`config.mk`:
```
export PLATFORM = sky130hd
export DESIGN_NAME = lp_turnaround_ctrl
export DESIGN_NICKNAME = d
export VERILOG_FILES = /design/src/rtl/lpta_pkg.sv /design/src/rtl/lpta_sync.sv /design/src/rtl/lpta_timer.sv /design/src/rtl/lp_turnaround_ctrl.sv
export SDC_FILE = /design/constraint.sdc
export NUM_CORES = 1
export LEC_CHECK = 0
export BUFFER_PORTS_ARGS = -buffer_cell sky130_fd_sc_hd__buf_2
export CAP_MARGIN = 20
export CORE_UTILIZATION = 55
export DETAILED_ROUTE_END_ITERATION = 8
export PLACE_DENSITY = 0.86
export SYNTH_ARGS = -nofsm -noshare
export SYNTH_HDL_FRONTEND = slang
export SYNTH_SLANG_ARGS = --single-unit
```
`constraint.sdc`:
```
create_clock -name clk -period 1.9 [get_ports clk]
set_input_delay 0.38 -clock clk [delete_from_list [all_inputs] [get_ports clk]]
set_output_delay 0.38 -clock clk [all_outputs]
set_load 0.02 [all_outputs]
```
`src/rtl/lpta_pkg.sv`:
```
package lpta_pkg;
  localparam logic [1:0] LN_STOP = 2'b11;
  localparam logic [1:0] LN_REQ  = 2'b10;
  localparam logic [1:0] LN_BRG  = 2'b00;

  typedef enum logic [3:0] {
    ST_OWN,
    ST_RQ_STOP,
    ST_RQ_REQ,
    ST_RQ_BRG,
    ST_RQ_TA,
    ST_RQ_GO,
    ST_RESYNC,
    ST_LISTEN,
    ST_SEEN_REQ,
    ST_SEEN_BRG,
    ST_SEEN_TA,
    ST_SURE,
    ST_GET,
    ST_ACK
  } lpta_state_e;
endpackage

```
`src/rtl/lpta_sync.sv`:
```
module lpta_sync #(
  parameter int W = 2,
  parameter logic [W-1:0] RST_VAL = '1
) (
  input  logic         clk,
  input  logic         rst_n,
  input  logic [W-1:0] d,
  output logic [W-1:0] q
);
  logic [W-1:0] meta;

  always_ff @(posedge clk or negedge rst_n) begin
    if (!rst_n) begin
      meta <= RST_VAL;
      q    <= RST_VAL;
    end else begin
      meta <= d;
      q    <= meta;
    end
  end
endmodule

```
`src/rtl/lpta_timer.sv`:
```
module lpta_timer #(
  parameter int W = 12
) (
  input  logic         clk,
  input  logic         rst_n,
  input  logic         load,
  input  logic [W-1:0] load_val,
  output logic         zero
);
  logic [W-1:0] cnt;

  always_ff @(posedge clk or negedge rst_n) begin
    if (!rst_n)          cnt <= '0;
    else if (load)       cnt <= load_val;
    else if (cnt != '0)  cnt <= cnt - 1'b1;
  end

  assign zero = (cnt == '0);
endmodule

```
`src/rtl/lp_turnaround_ctrl.sv`:
```
module lp_turnaround_ctrl
  import lpta_pkg::*;
#(
  parameter int   LPX_W      = 8,
  parameter int   TO_W       = 12,
  parameter logic INIT_OWNER = 1'b1
) (
  input  logic             clk,
  input  logic             rst_n,
  input  logic [1:0]       line_in,
  input  logic             ta_req,
  input  logic [LPX_W-1:0] lpx_cnt,
  input  logic [TO_W-1:0]  to_cnt,
  output logic [1:0]       line_out,
  output logic             line_oe,
  output logic             owner,
  output logic             err
);
  localparam int TMR_W = ((LPX_W + 3) > TO_W) ? (LPX_W + 3) : TO_W;

  lpta_state_e st, nxt;
  logic [1:0]       line_s;
  logic             t_zero, t_load, err_nxt;
  logic [TMR_W-1:0] t_val;
  logic [TMR_W-1:0] lpx_e, to_e, one_l, four_l, five_l, sure_l;

  lpta_sync #(.W(2), .RST_VAL(LN_STOP)) u_sync (
    .clk(clk), .rst_n(rst_n), .d(line_in), .q(line_s)
  );

  lpta_timer #(.W(TMR_W)) u_timer (
    .clk(clk), .rst_n(rst_n), .load(t_load), .load_val(t_val), .zero(t_zero)
  );

  // Reload values: each timed state lasts (value + 1) cycles.
  assign lpx_e  = TMR_W'(lpx_cnt);
  assign to_e   = TMR_W'(to_cnt);
  assign one_l  = lpx_e - 1'b1;
  assign four_l = (lpx_e << 2) - 1'b1;
  assign five_l = (lpx_e << 2) + lpx_e - 1'b1;
  assign sure_l = lpx_e + (lpx_e >> 1) - 1'b1;

  always_comb begin
    nxt     = st;
    t_load  = 1'b0;
    t_val   = '0;
    err_nxt = 1'b0;
    case (st)
      ST_OWN:     if (ta_req) begin nxt = ST_RQ_STOP; t_load = 1'b1; t_val = one_l;  end
      ST_RQ_STOP: if (t_zero) begin nxt = ST_RQ_REQ;  t_load = 1'b1; t_val = one_l;  end
      ST_RQ_REQ:  if (t_zero) begin nxt = ST_RQ_BRG;  t_load = 1'b1; t_val = one_l;  end
      ST_RQ_BRG:  if (t_zero) begin nxt = ST_RQ_TA;   t_load = 1'b1; t_val = one_l;  end
      ST_RQ_TA:   if (t_zero) begin nxt = ST_RQ_GO;   t_load = 1'b1; t_val = four_l; end
      ST_RQ_GO:   if (t_zero) nxt = ST_RESYNC;
      ST_RESYNC:  if (line_s == LN_STOP) nxt = ST_LISTEN;
      ST_LISTEN:  if (line_s == LN_REQ) begin nxt = ST_SEEN_REQ; t_load = 1'b1; t_val = to_e - 1'b1; end
      ST_SEEN_REQ: begin
        if (line_s == LN_BRG) begin
          nxt = ST_SEEN_BRG; t_load = 1'b1; t_val = to_e - 1'b1;
        end else if (line_s != LN_REQ || t_zero) begin
          nxt = ST_RESYNC; err_nxt = 1'b1;
        end
      end
      ST_SEEN_BRG: begin
        if (line_s == LN_REQ) begin
          nxt = ST_SEEN_TA; t_load = 1'b1; t_val = to_e - 1'b1;
        end else if (line_s != LN_BRG || t_zero) begin
          nxt = ST_RESYNC; err_nxt = 1'b1;
        end
      end
      ST_SEEN_TA: begin
        if (line_s == LN_BRG) begin
          nxt = ST_SURE; t_load = 1'b1; t_val = sure_l;
        end else if (line_s != LN_REQ || t_zero) begin
          nxt = ST_RESYNC; err_nxt = 1'b1;
        end
      end
      ST_SURE:    if (t_zero) begin nxt = ST_GET; t_load = 1'b1; t_val = five_l; end
      ST_GET:     if (t_zero) begin nxt = ST_ACK; t_load = 1'b1; t_val = one_l;  end
      ST_ACK:     if (t_zero) nxt = ST_OWN;
      default:    nxt = ST_RESYNC;
    endcase
  end

  always_ff @(posedge clk or negedge rst_n) begin
    if (!rst_n) begin
      st  <= INIT_OWNER ? ST_OWN : ST_RESYNC;
      err <= 1'b0;
    end else begin
      st  <= nxt;
      err <= err_nxt;
    end
  end

  always_comb begin
    line_oe  = 1'b1;
    line_out = LN_STOP;
    case (st)
      ST_OWN, ST_RQ_STOP:         line_out = LN_STOP;
      ST_RQ_REQ, ST_RQ_TA, ST_ACK: line_out = LN_REQ;
      ST_RQ_BRG, ST_RQ_GO, ST_GET: line_out = LN_BRG;
      default:                     line_oe  = 1'b0;
    endcase
  end

  assign owner = (st == ST_OWN) || (st == ST_RQ_STOP) || (st == ST_RQ_REQ) ||
                 (st == ST_RQ_BRG) || (st == ST_RQ_TA) || (st == ST_RQ_GO);

  AST_OWNER_DRIVES: assert property (@(posedge clk) disable iff (!rst_n)
    owner |-> line_oe);

  AST_RELEASE_AFTER_BRIDGE: assert property (@(posedge clk) disable iff (!rst_n)
    $fell(owner) |-> (!line_oe && $past(line_oe) && $past(line_out) == LN_BRG));

  AST_TAKE_AFTER_ACK: assert property (@(posedge clk) disable iff (!rst_n)
    $rose(owner) |-> (line_out == LN_STOP && $past(line_out) == LN_REQ && $past(line_oe)));

  AST_RESP_DRIVE_LEGAL: assert property (@(posedge clk) disable iff (!rst_n)
    (line_oe && !owner) |-> (line_out == LN_BRG || line_out == LN_REQ));

  AST_ERR_ONE_CYCLE: assert property (@(posedge clk) disable iff (!rst_n)
    err |=> !err);

  AST_ERR_NOT_DRIVING: assert property (@(posedge clk) disable iff (!rst_n)
    err |-> (!line_oe && !owner));
endmodule

```
==> summary.md, run 1 <==
| Metric | Value |
|---|---|
| Die H | around 76 µm |
| Inst Count DP | ~600 |
| Port bufs | 29 |
| Initial Utilization | 0.583 |
| CTS max path bufs | 2 |
| Post-Syn Instances | ~390 |
| H-tree depth | 1 |
| Clock Tree Root | clkbuf_8 |
| Placed cell areas | 0.00430 mm² |
| Fraction of registers with async set/reset | 1.00 |
| EDFF count, synth | 0 |
| Post-synthesis sequential area ratio | 0.174 |
| Synth warnings | 0 |
| Syn_area_per_cell | just under 8 µm² |
| Mapped Area | about 0.0031 mm² |
| Largest net degree at the start of global routing | 22 |
| Err | [ERROR DPL-0038] Utilization greater than 100%, impossible to legalize |
| Hpwl dp | 8370 µm |
| Failed at | global routing |
| Total CTS buffers | 3 |
| Netlist cell types | 75 |
| Worst endpoint type | register data pin |
| Top Ports | 30 |
| Top FF cell, synth | dfrtp_1 |
| Post-Syn Nets | between 400 and 500 |
| Outcome | aborted with a tool error |
| Die width | between 70 and 80 µm |
| Sink Count | 21 |
| #FFs+latches synth | 21 |
| FP Rows | 26 |
| GRT worst endpoint | u_timer.cnt[8]$_DFFE_PN0P_/D |
| Hold buffers post-CTS | 0 |
| Final RePlAce weighted congestion | roughly 0.98 |
==> synthesized netlist by cell type, types with 3 or more instances <==
| cell type | n | share of area |
|---|---|---|
| buf_2 | 8 | 0.013 |
| a211oi_1 | 4 | 0.0098 |
| a21oi_1 | 26 | 0.043 |
| dfrtp_1 | 17 | 0.14 |
| o21ai_0 | 21 | 0.034 |
| nor2b_1 | 5 | 0.010 |
| nor3_2 | 4 | 0.013 |
| nor4_1 | 3 | 0.0062 |
| nor3_1 | 9 | 0.015 |
| nor2_1 | 23 | 0.028 |
| dfstp_2 | 4 | 0.034 |
| xnor2_1 | 24 | 0.069 |
| xor2_1 | 3 | 0.0086 |
| nand2b_1 | 5 | 0.010 |
| and3_1 | 4 | 0.0082 |
| o211ai_1 | 3 | 0.0074 |
| nand3_1 | 11 | 0.018 |
| fa_1 | 3 | 0.020 |
| nand2_1 | 30 | 0.037 |
| a211o_1 | 5 | 0.014 |
| inv_1 | 46 | 0.057 |
| o21a_1 | 4 | 0.0098 |
| a21o_1 | 7 | 0.017 |
| o31ai_1 | 6 | 0.015 |
| or3_1 | 4 | 0.0082 |
| ha_1 | 32 | 0.13 |
| a2111oi_0 | 4 | 0.011 |
| a21boi_0 | 4 | 0.0098 |
| clkbuf_1 | 3 | 0.0037 |
| o22ai_1 | 6 | 0.012 |
==> cell families after synthesis <==
| kind of cell | synth area share |
|---|---|
| AND/OR/NAND/NOR | 0.244 |
| AO/OA/AOI/OAI | 0.262 |
| buffers and inverters | 0.0808 |
| adder cells (fa/ha/maj) | 0.151 |
| XOR/XNOR | 0.0775 |
| flip-flops | 0.174 |
| multiplexers | 0.0103 |
==> per-stage QoR <==
stage | setup TNS, ps | setup WS (ps) | utilization
3_3_place_gp | -6610 | -709 | 0.822
3_5_place_dp | -7730 | -842 | 0.822
4_1_cts | -3390 | -393 | 0.935
2_1_floorplan | -3160 | -477 | -
==> what timing repair did <==
item / 4_1_cts
setup endpoints to repair: 19
endpoints found under the hold margin: 0
gates resized for setup: 96
setup buffers: 17
pin swaps: 36
==> run 2, diff against run 1 <==
Settings changed: CORE_UTILIZATION 55 to 40, PLACE_DENSITY 0.86 to unset, PLACE_DENSITY_LB_ADDON set to 0.15.
Clock period 1.9 ns to 2.47 ns, I/O delays scaled along.
==> run 2 against run 1 <==
Synthesized area unchanged. Synthesized cell count unchanged. The flow now finishes without violations.
==> summary.md, run 2 <==
| Metric | Value |
|---|---|
| Critical Path RT | 2610 ps |
| Hold Path Class | input pin to asynchronous set/reset pin |
| CTS max path bufs | 2 (unchanged) |
| Outcome | finished clean |
| First-pass GRT wire length | between 10,000 and 15,000 µm |
| Initial antenna violation count | 0 |
| CP max FO | 4 |
| Max-Cap Viols | 0 |
| Post-Syn Instances | 387 (unchanged) |
| Drt wl/cell | ~16 µm |
| Largest net degree at the start of global routing | 22 |
| Core Box Area | roughly 0.0073 mm² |
| Final Max Tran Viols | 0 |
| Most common cell after layout, fill and taps aside | buf_4 |
| Post-Syn Nets | 447 (unchanged) |
| Total GRT Usage | 0.248 |
| CTS tree | built |
| Fraction of registers with async set/reset | 1.00 (unchanged) |
| Sink Count | 21 (unchanged) |
| Slew HR | 0.594 |
| Vias per std cell | between 5 and 6 |
| Largest register FFs | 12 |
| RSZ-0062 raised after global routing | yes |
| Clock Tree Root | clkbuf_8 |
| #FFs+latches synth | 21 (unchanged) |
| Top reg by flops | u_timer.cnt |
| Vias in the first global route | 3,036 |
| H-tree depth | 1 (unchanged) |
| Leading area contributor after synthesis | dfrtp_1 |
| Critical Path End Type | flip-flop |
| Die H | 89.3 µm (+17%) |
| Hpwl dp | 7400 µm (-12%) |
| Fillers | 682 |
| Biggest regs | u_timer.cnt x12, st x4 |
| CP Class | input pin to flip-flop |
| Fmax | just over 0.4 GHz |
| Post-route minimum period | approximately 2400 ps |
| Clk slew on worst S/H paths | about 90 ps |
| Diode count | 0 |
| Residual DRC | 0 |
| Crit start category | input pin |
| Layout area overhead | 37.3% |
| Die footprint | 0.00798 mm² |
| Non-Filler Instances | 584 |
| Dpl ws | -364 ps (+479 ps) |
| Total CTS buffers | 3 (unchanged) |
| Final worst setup slack | approximately 32 ps |
| Pre-Repair DR Iteration Count | 5 |
| Pwr dens | approximately 700 mW/mm² |
| Gr ovfl total | 0 |
| Top Ports | 30 (unchanged) |
| Netlist cell types | 75 (unchanged) |
| EDFF count, synth | 0 (unchanged) |
| Final nets | 546 |
| Inst Count DP | 576 (-3.2%) |
| Synth warnings | 0 (unchanged) |
| Wirelength, routed | 9070 µm |
| Peak supply drop | between 300 and 400 µV |
| Final period utilization | 0.987 |
| Worst skew pair latency | between 200 and 300 ps |
| Die width | 89.3 µm (+17%) |
| Post-synthesis sequential area ratio | 0.174 (unchanged) |
| Initial Utilization | 0.416 (-0.166) |
| Synth cell count leaders | inv_1 (46), ha_1 (32), nand2_1 (30) |
| Fraction of layout cells with a size suffix above 1 | 0.365 |
| Design area | between 0.004 and 0.005 mm² |
| Antenna viol nets, final | 0 |
| Via count | around 3,100 |
| Worst slew pin tran | roughly 610 ps |
| Layout Skew | between 3 and 4 ps |
| Count leader, synth | inv_1 |
| Top FF cell, synth | dfrtp_1 |
| Final hold slack | 184 ps |
| Mapped Area | 0.00305 mm² (unchanged) |
| Placed cell areas | 0.00396 mm² (-7.9%) |
| Final RePlAce weighted congestion | 0.933 (-4.9%) |
| Final Hold Fails | 0 |
| Post-synth top area share | 0.139 (unchanged) |
| FP Rows | 31 (+19%) |
| Lkg Pwr | between 1.5 and 2 nW |
| Commonest non-fill, non-tap cells in the layout | buf_4 (76), inv_1 (39), nand2_1 (30) |
| Port bufs | 29 (unchanged) |
| Syn_area_per_cell | 7.89 µm² (unchanged) |
| Most area-consuming cells after synthesis | dfrtp_1 (14%), ha_1 (13%), xnor2_1 (6.9%) |
| Initial DRC count | between 200 and 250 |
| WP data arrival | approximately 2600 ps |
| Final setup fails | 0 |
[run 2: cell counts after synthesis]
Identical to the previous run, type by type.
[run 2: stage by stage]
step | setup TNS, ps | util | total power [mW]
finish | 0 | 0.572 | 2.92
global route | -89.8 | 0.572 | 3.17
CTS | -4.47 | 0.550 | 2.84
global placement | -1840 | 0.541 | 2.55
floorplan | -39.1 | - | 1.94
detailed placement | -2160 | 0.541 | 2.57
[run 2: power by group]
group	internal, mW	leakage, nW	switching (mW)	total, mW
sequential	0.490	0.248	0.241	0.731
clock	0.116	0.0228	0.133	0.248
combinational	0.927	1.55	1.01	1.94
[run 2: cell type report]
class	count	area (µm²)	area share
tap	99	124	0.0296
multi-input combinational	306	2530	0.604
inverter	46	183	0.0436
timing repair buffer	108	778	0.186
sequential	21	531	0.127
clock buffer	4	45.0	0.0107
[run 2: path summary, 6_finish.rpt]
check,startpoint,endpoint,slack (ps),cells past startpoint
min in group clk,line_in[0],u_sync.meta[0],310,1
hold / removal,rst_n,st[0],180,1
setup reg to reg,u_timer.cnt[0],u_timer.cnt[7],150,9
max in group asynchronous,rst_n,u_sync.q[0],1930,1
setup / recovery,lpx_cnt[2],u_timer.cnt[8],30,11
hold reg to reg,u_sync.meta[1],u_sync.q[1],360,0
[run 2: cells by family after synthesis]
logic type	share of synthesized area
flip-flops	0.174
buffers and inverters	0.0808
XOR/XNOR	0.0775
AO/OA/AOI/OAI	0.262
adder cells (fa/ha/maj)	0.151
AND/OR/NAND/NOR	0.244
multiplexers	0.0103
[run 2: timing repair]
action,in CTS,in global routing
buffers inserted,1,3
resized for setup,4,34
pin swaps,1,22
setup endpoints to repair,3,7
hold buffers,0,0
[run 2: metal layers]
metal / up-vias / track usage / routed length, µm / share of wire
met3: 11 / 0.0212 / 426 / 0.047
met1: 1464 / 0.354 / 4320 / 0.48
li1: 1597 / - / - / -
met5: - / 0 / 0 / 0
met2: 77 / 0.404 / 4190 / 0.46
met4: 0 / 0.0563 / 131 / 0.014
[run 2: critical path: stages]
cell	delay (ps)
buf_8	80
clkinvlp_4	130
ha_4	320
inv_4	40
ha_4	240
a211oi_4	250
o21bai_2	130
o32ai_2	300
xnor2_1	120
a2111oi_2	350
a22oi_1	130
Note: power is estimated with default switching activity, not from simulation.
==> run 3, diff against run 2 <==
==> constraint.sdc (replaced) <==
create_clock -name clk -period 2.47 [get_ports clk]
set_input_delay 0.247 -clock clk [delete_from_list [all_inputs] [get_ports clk]]
set_output_delay 0.247 -clock clk [all_outputs]
set_load 0.02 [all_outputs]
==> run 3 against run 2 <==
Count of clock-buffer cells in the layout unchanged. Hold slack got worse by 110 ps. Combinational power is 9% lower. Highest routed layer unchanged. Critical path type is now flip-flop to flip-flop. Largest cell class unchanged. Die area unchanged. Design area is 11% lower. Register-to-register slack improved by 20 ps.
==> summary.md, run 3 (synthesis results as in run 2) <==
| Metric | Value |
|---|---|
| Lkg Pwr | 1.69 nW (-7.1%) |
| H-tree depth | 1 (unchanged) |
| Antenna viol nets, final | 0 (unchanged) |
| Top reg by flops | u_timer.cnt |
| Final period utilization | 0.930 (-0.0569) |
| Design area | 0.00374 mm² (-11%) |
| Via count | 3,067 (-2.6%) |
| Final RePlAce weighted congestion | 0.861 (-7.7%) |
| Top Ports | 30 (unchanged) |
| Final worst setup slack | 172 ps (+140 ps) |
| CTS max path bufs | 2 (unchanged) |
| Diode count | 0 (unchanged) |
| Commonest non-fill, non-tap cells in the layout | buf_4 (53), inv_1 (46), ha_1 (32) |
| Worst R2R Start | u_timer.cnt[0] |
| Core Box Area | 0.00733 mm² (unchanged) |
| Wirelength, routed | 8420 µm (-7.2%) |
| Layout Skew | 3.48 ps (-0.325 ps) |
| Fraction of layout cells with a size suffix above 1 | 0.253 (-0.112) |
| Worst slew pin tran | 636 ps (+26.7 ps) |
| Largest register FFs | 12 (unchanged) |
| Global routing usage on met2 | 0.362 (-0.0416) |
| Clk slew on worst S/H paths | 80 ps (about the same) |
| Total GRT Usage | 0.226 (-0.0215) |
| Critical-path cell list | inv_1 -> ha_1 -> nor3b_4 -> buf_6 -> nand2_2 -> o311ai_0 -> o21ai_1 -> a211o_1 -> a211o_1 |
| Final Hold Fails | 0 (unchanged) |
| Design Power | 2.75 mW (-5.7%) |
| CP max FO | 5 (+1) |
| Initial DRC count | 317 (+28%) |
| Util after Layout | 0.511 (-0.0608) |
| Pwr dens | 734 mW/mm² (+5.5%) |
| Inst Count DP | 556 (-3.5%) |
| Family with the most delay on the worst path | compound AO/OA/AOI/OAI gates |
| Worst skew pair latency | 270 ps (about the same) |
| Max-Cap Viols | 0 (unchanged) |
| Hold Path Class | input pin to flip-flop |
| FP Rows | 31 (unchanged) |
| Slowest cell on crit path | dfrtp_1 |
| First-pass GRT wire length | 13,900 µm (-7.5%) |
| Slew HR | 0.576 (-0.0178) |
| Crit start category | flip-flop |
| Residual DRC | 0 (unchanged) |
| Hpwl dp | 6970 µm (-5.8%) |
| Busiest layer in global routing | met2 |
| Sink Count | 21 (unchanged) |
| Drt wl/cell | 15.0 µm (-3.4%) |
| Slowest Stage Delay on Critical Path | 400 ps (+50 ps) |
| Met3 track demand over resource | 0.0120 (-0.00923) |
| Layout area overhead | 22.7% |
| Most common cell after layout, fill and taps aside | buf_4 |
| Initial Utilization | 0.416 (unchanged) |
| WP data arrival | 2450 ps (-130 ps) |
| Initial antenna violation count | 0 (unchanged) |
| Port bufs | 29 (unchanged) |
| Setup_tns | 0 ps (unchanged) |
| CP Class | flip-flop to flip-flop |
| Cell with the most instances on the worst path | a211o_1 |
| Final nets | 523 (-4.2%) |
| Non-Filler Instances | 561 (-3.9%) |
| Pre-Repair DR Iteration Count | 5 (unchanged) |
| Crit path from | u_timer.cnt[0] |
| CTS tree | built |
| Grt met1 use | 0.335 (-0.0188) |
| CP bufs+invs | 2 (-1) |
| Dpl ws | -103 ps (+261 ps) |
| Critical Path End Type | flip-flop |
| Final Max Tran Viols | 0 (unchanged) |
| Outcome | finished clean |
| Fmax | 0.435 GHz (+6.1%) |
| Placed cell areas | 0.00367 mm² (-7.3%) |
| Peak supply drop | 339 µV (+2.7%) |
| Final hold slack | 71.7 ps (-112 ps) |
| Biggest regs | u_timer.cnt x12, st x4 |
| Hold Crit Start | line_in[0] |
| Total CTS buffers | 3 (unchanged) |
| Gr ovfl total | 0 (unchanged) |
| Vias per std cell | 5.47 (+1.4%) |
| Final setup fails | 0 (unchanged) |
| Post-route minimum period | 2300 ps (-140 ps) |
| Critical Path RT | 2620 ps (about the same) |
| Die width | 89.3 µm (unchanged) |
| Die footprint | 0.00798 mm² (unchanged) |
| Fillers | 742 (+8.8%) |
| Post-CTS setup buffer count | 0 (-1) |
| Clock Tree Root | clkbuf_8 |
| Vias in the first global route | 2,838 (-6.5%) |
| Die H | 89.3 µm (unchanged) |
| Largest net degree at the start of global routing | 22 (unchanged) |
## run 3: changes by cell type in the layout (fill, tap and decap cells not counted), moves of 2 or more
cell        previous run  this run
o21ai_2                4         0
o21ai_0               15        21
a21oi_2                4         0
a21oi_1               21        26
buf_8                  2         0
buf_4                 76        53
buf_2                 27        29
inv_2                  4         0
o21ai_1                4         2
ha_1                  20        32
ha_4                  11         0
inv_1                 39        46
clkinvlp_4             2         0
## run 3: where the power goes
part	internal (mW)	leakage, nW	total [mW]	switching, mW
logic	0.834	1.42	1.77	0.934
registers	0.491	0.247	0.745	0.253
clock network	0.115	0.0228	0.235	0.120
total	1.44	1.69	2.75	1.31
## run 3: path summary, 6_finish.rpt
| kind | cells after the start | slack (ps) | to |
|---|---|---|---|
| setup / recovery | 9 | 170 | u_timer.cnt[7] |
| hold / removal | 1 | 70 | u_sync.meta[0] |
| setup reg to reg | 9 | 170 | u_timer.cnt[7] |
| hold reg to reg | 0 | 360 | u_sync.q[0] |
| max in group asynchronous | 2 | 1630 | st[1] |
| min in group asynchronous | 2 | 470 | st[2] |
## run 3: what timing repair did
action	4_1_cts	5_1_grt
endpoints found under the setup margin	0	3
hold buffers	1	0
resized for setup	0	6
endpoints found under the hold margin	17	0
## run 3: area by class of cell
type / instances / area (µm²) / share of cell area
inverters: 46 / 173 / 0.0461
repair buffers: 85 / 584 / 0.156
well taps: 99 / 124 / 0.0331
clock buffers: 4 / 45.0 / 0.0120
multi-input cells: 306 / 2290 / 0.611
flip-flops and latches: 21 / 532 / 0.142
## run 3: layer usage
metal	wire, µm	vias to the layer above
met3	343	2
met1	4270	1438
met2	3770	79
met5	0	-
li1	-	1548
met4	40	0
## run 3: worst register-to-register path: stages (launching register included)
cell      delay [ps]
dfrtp_1          400
inv_1            100
ha_1             190
nor3b_4          290
buf_6            150
nand2_2           60
o311ai_0         300
o21ai_1          150
a211o_1          300
a211o_1          240
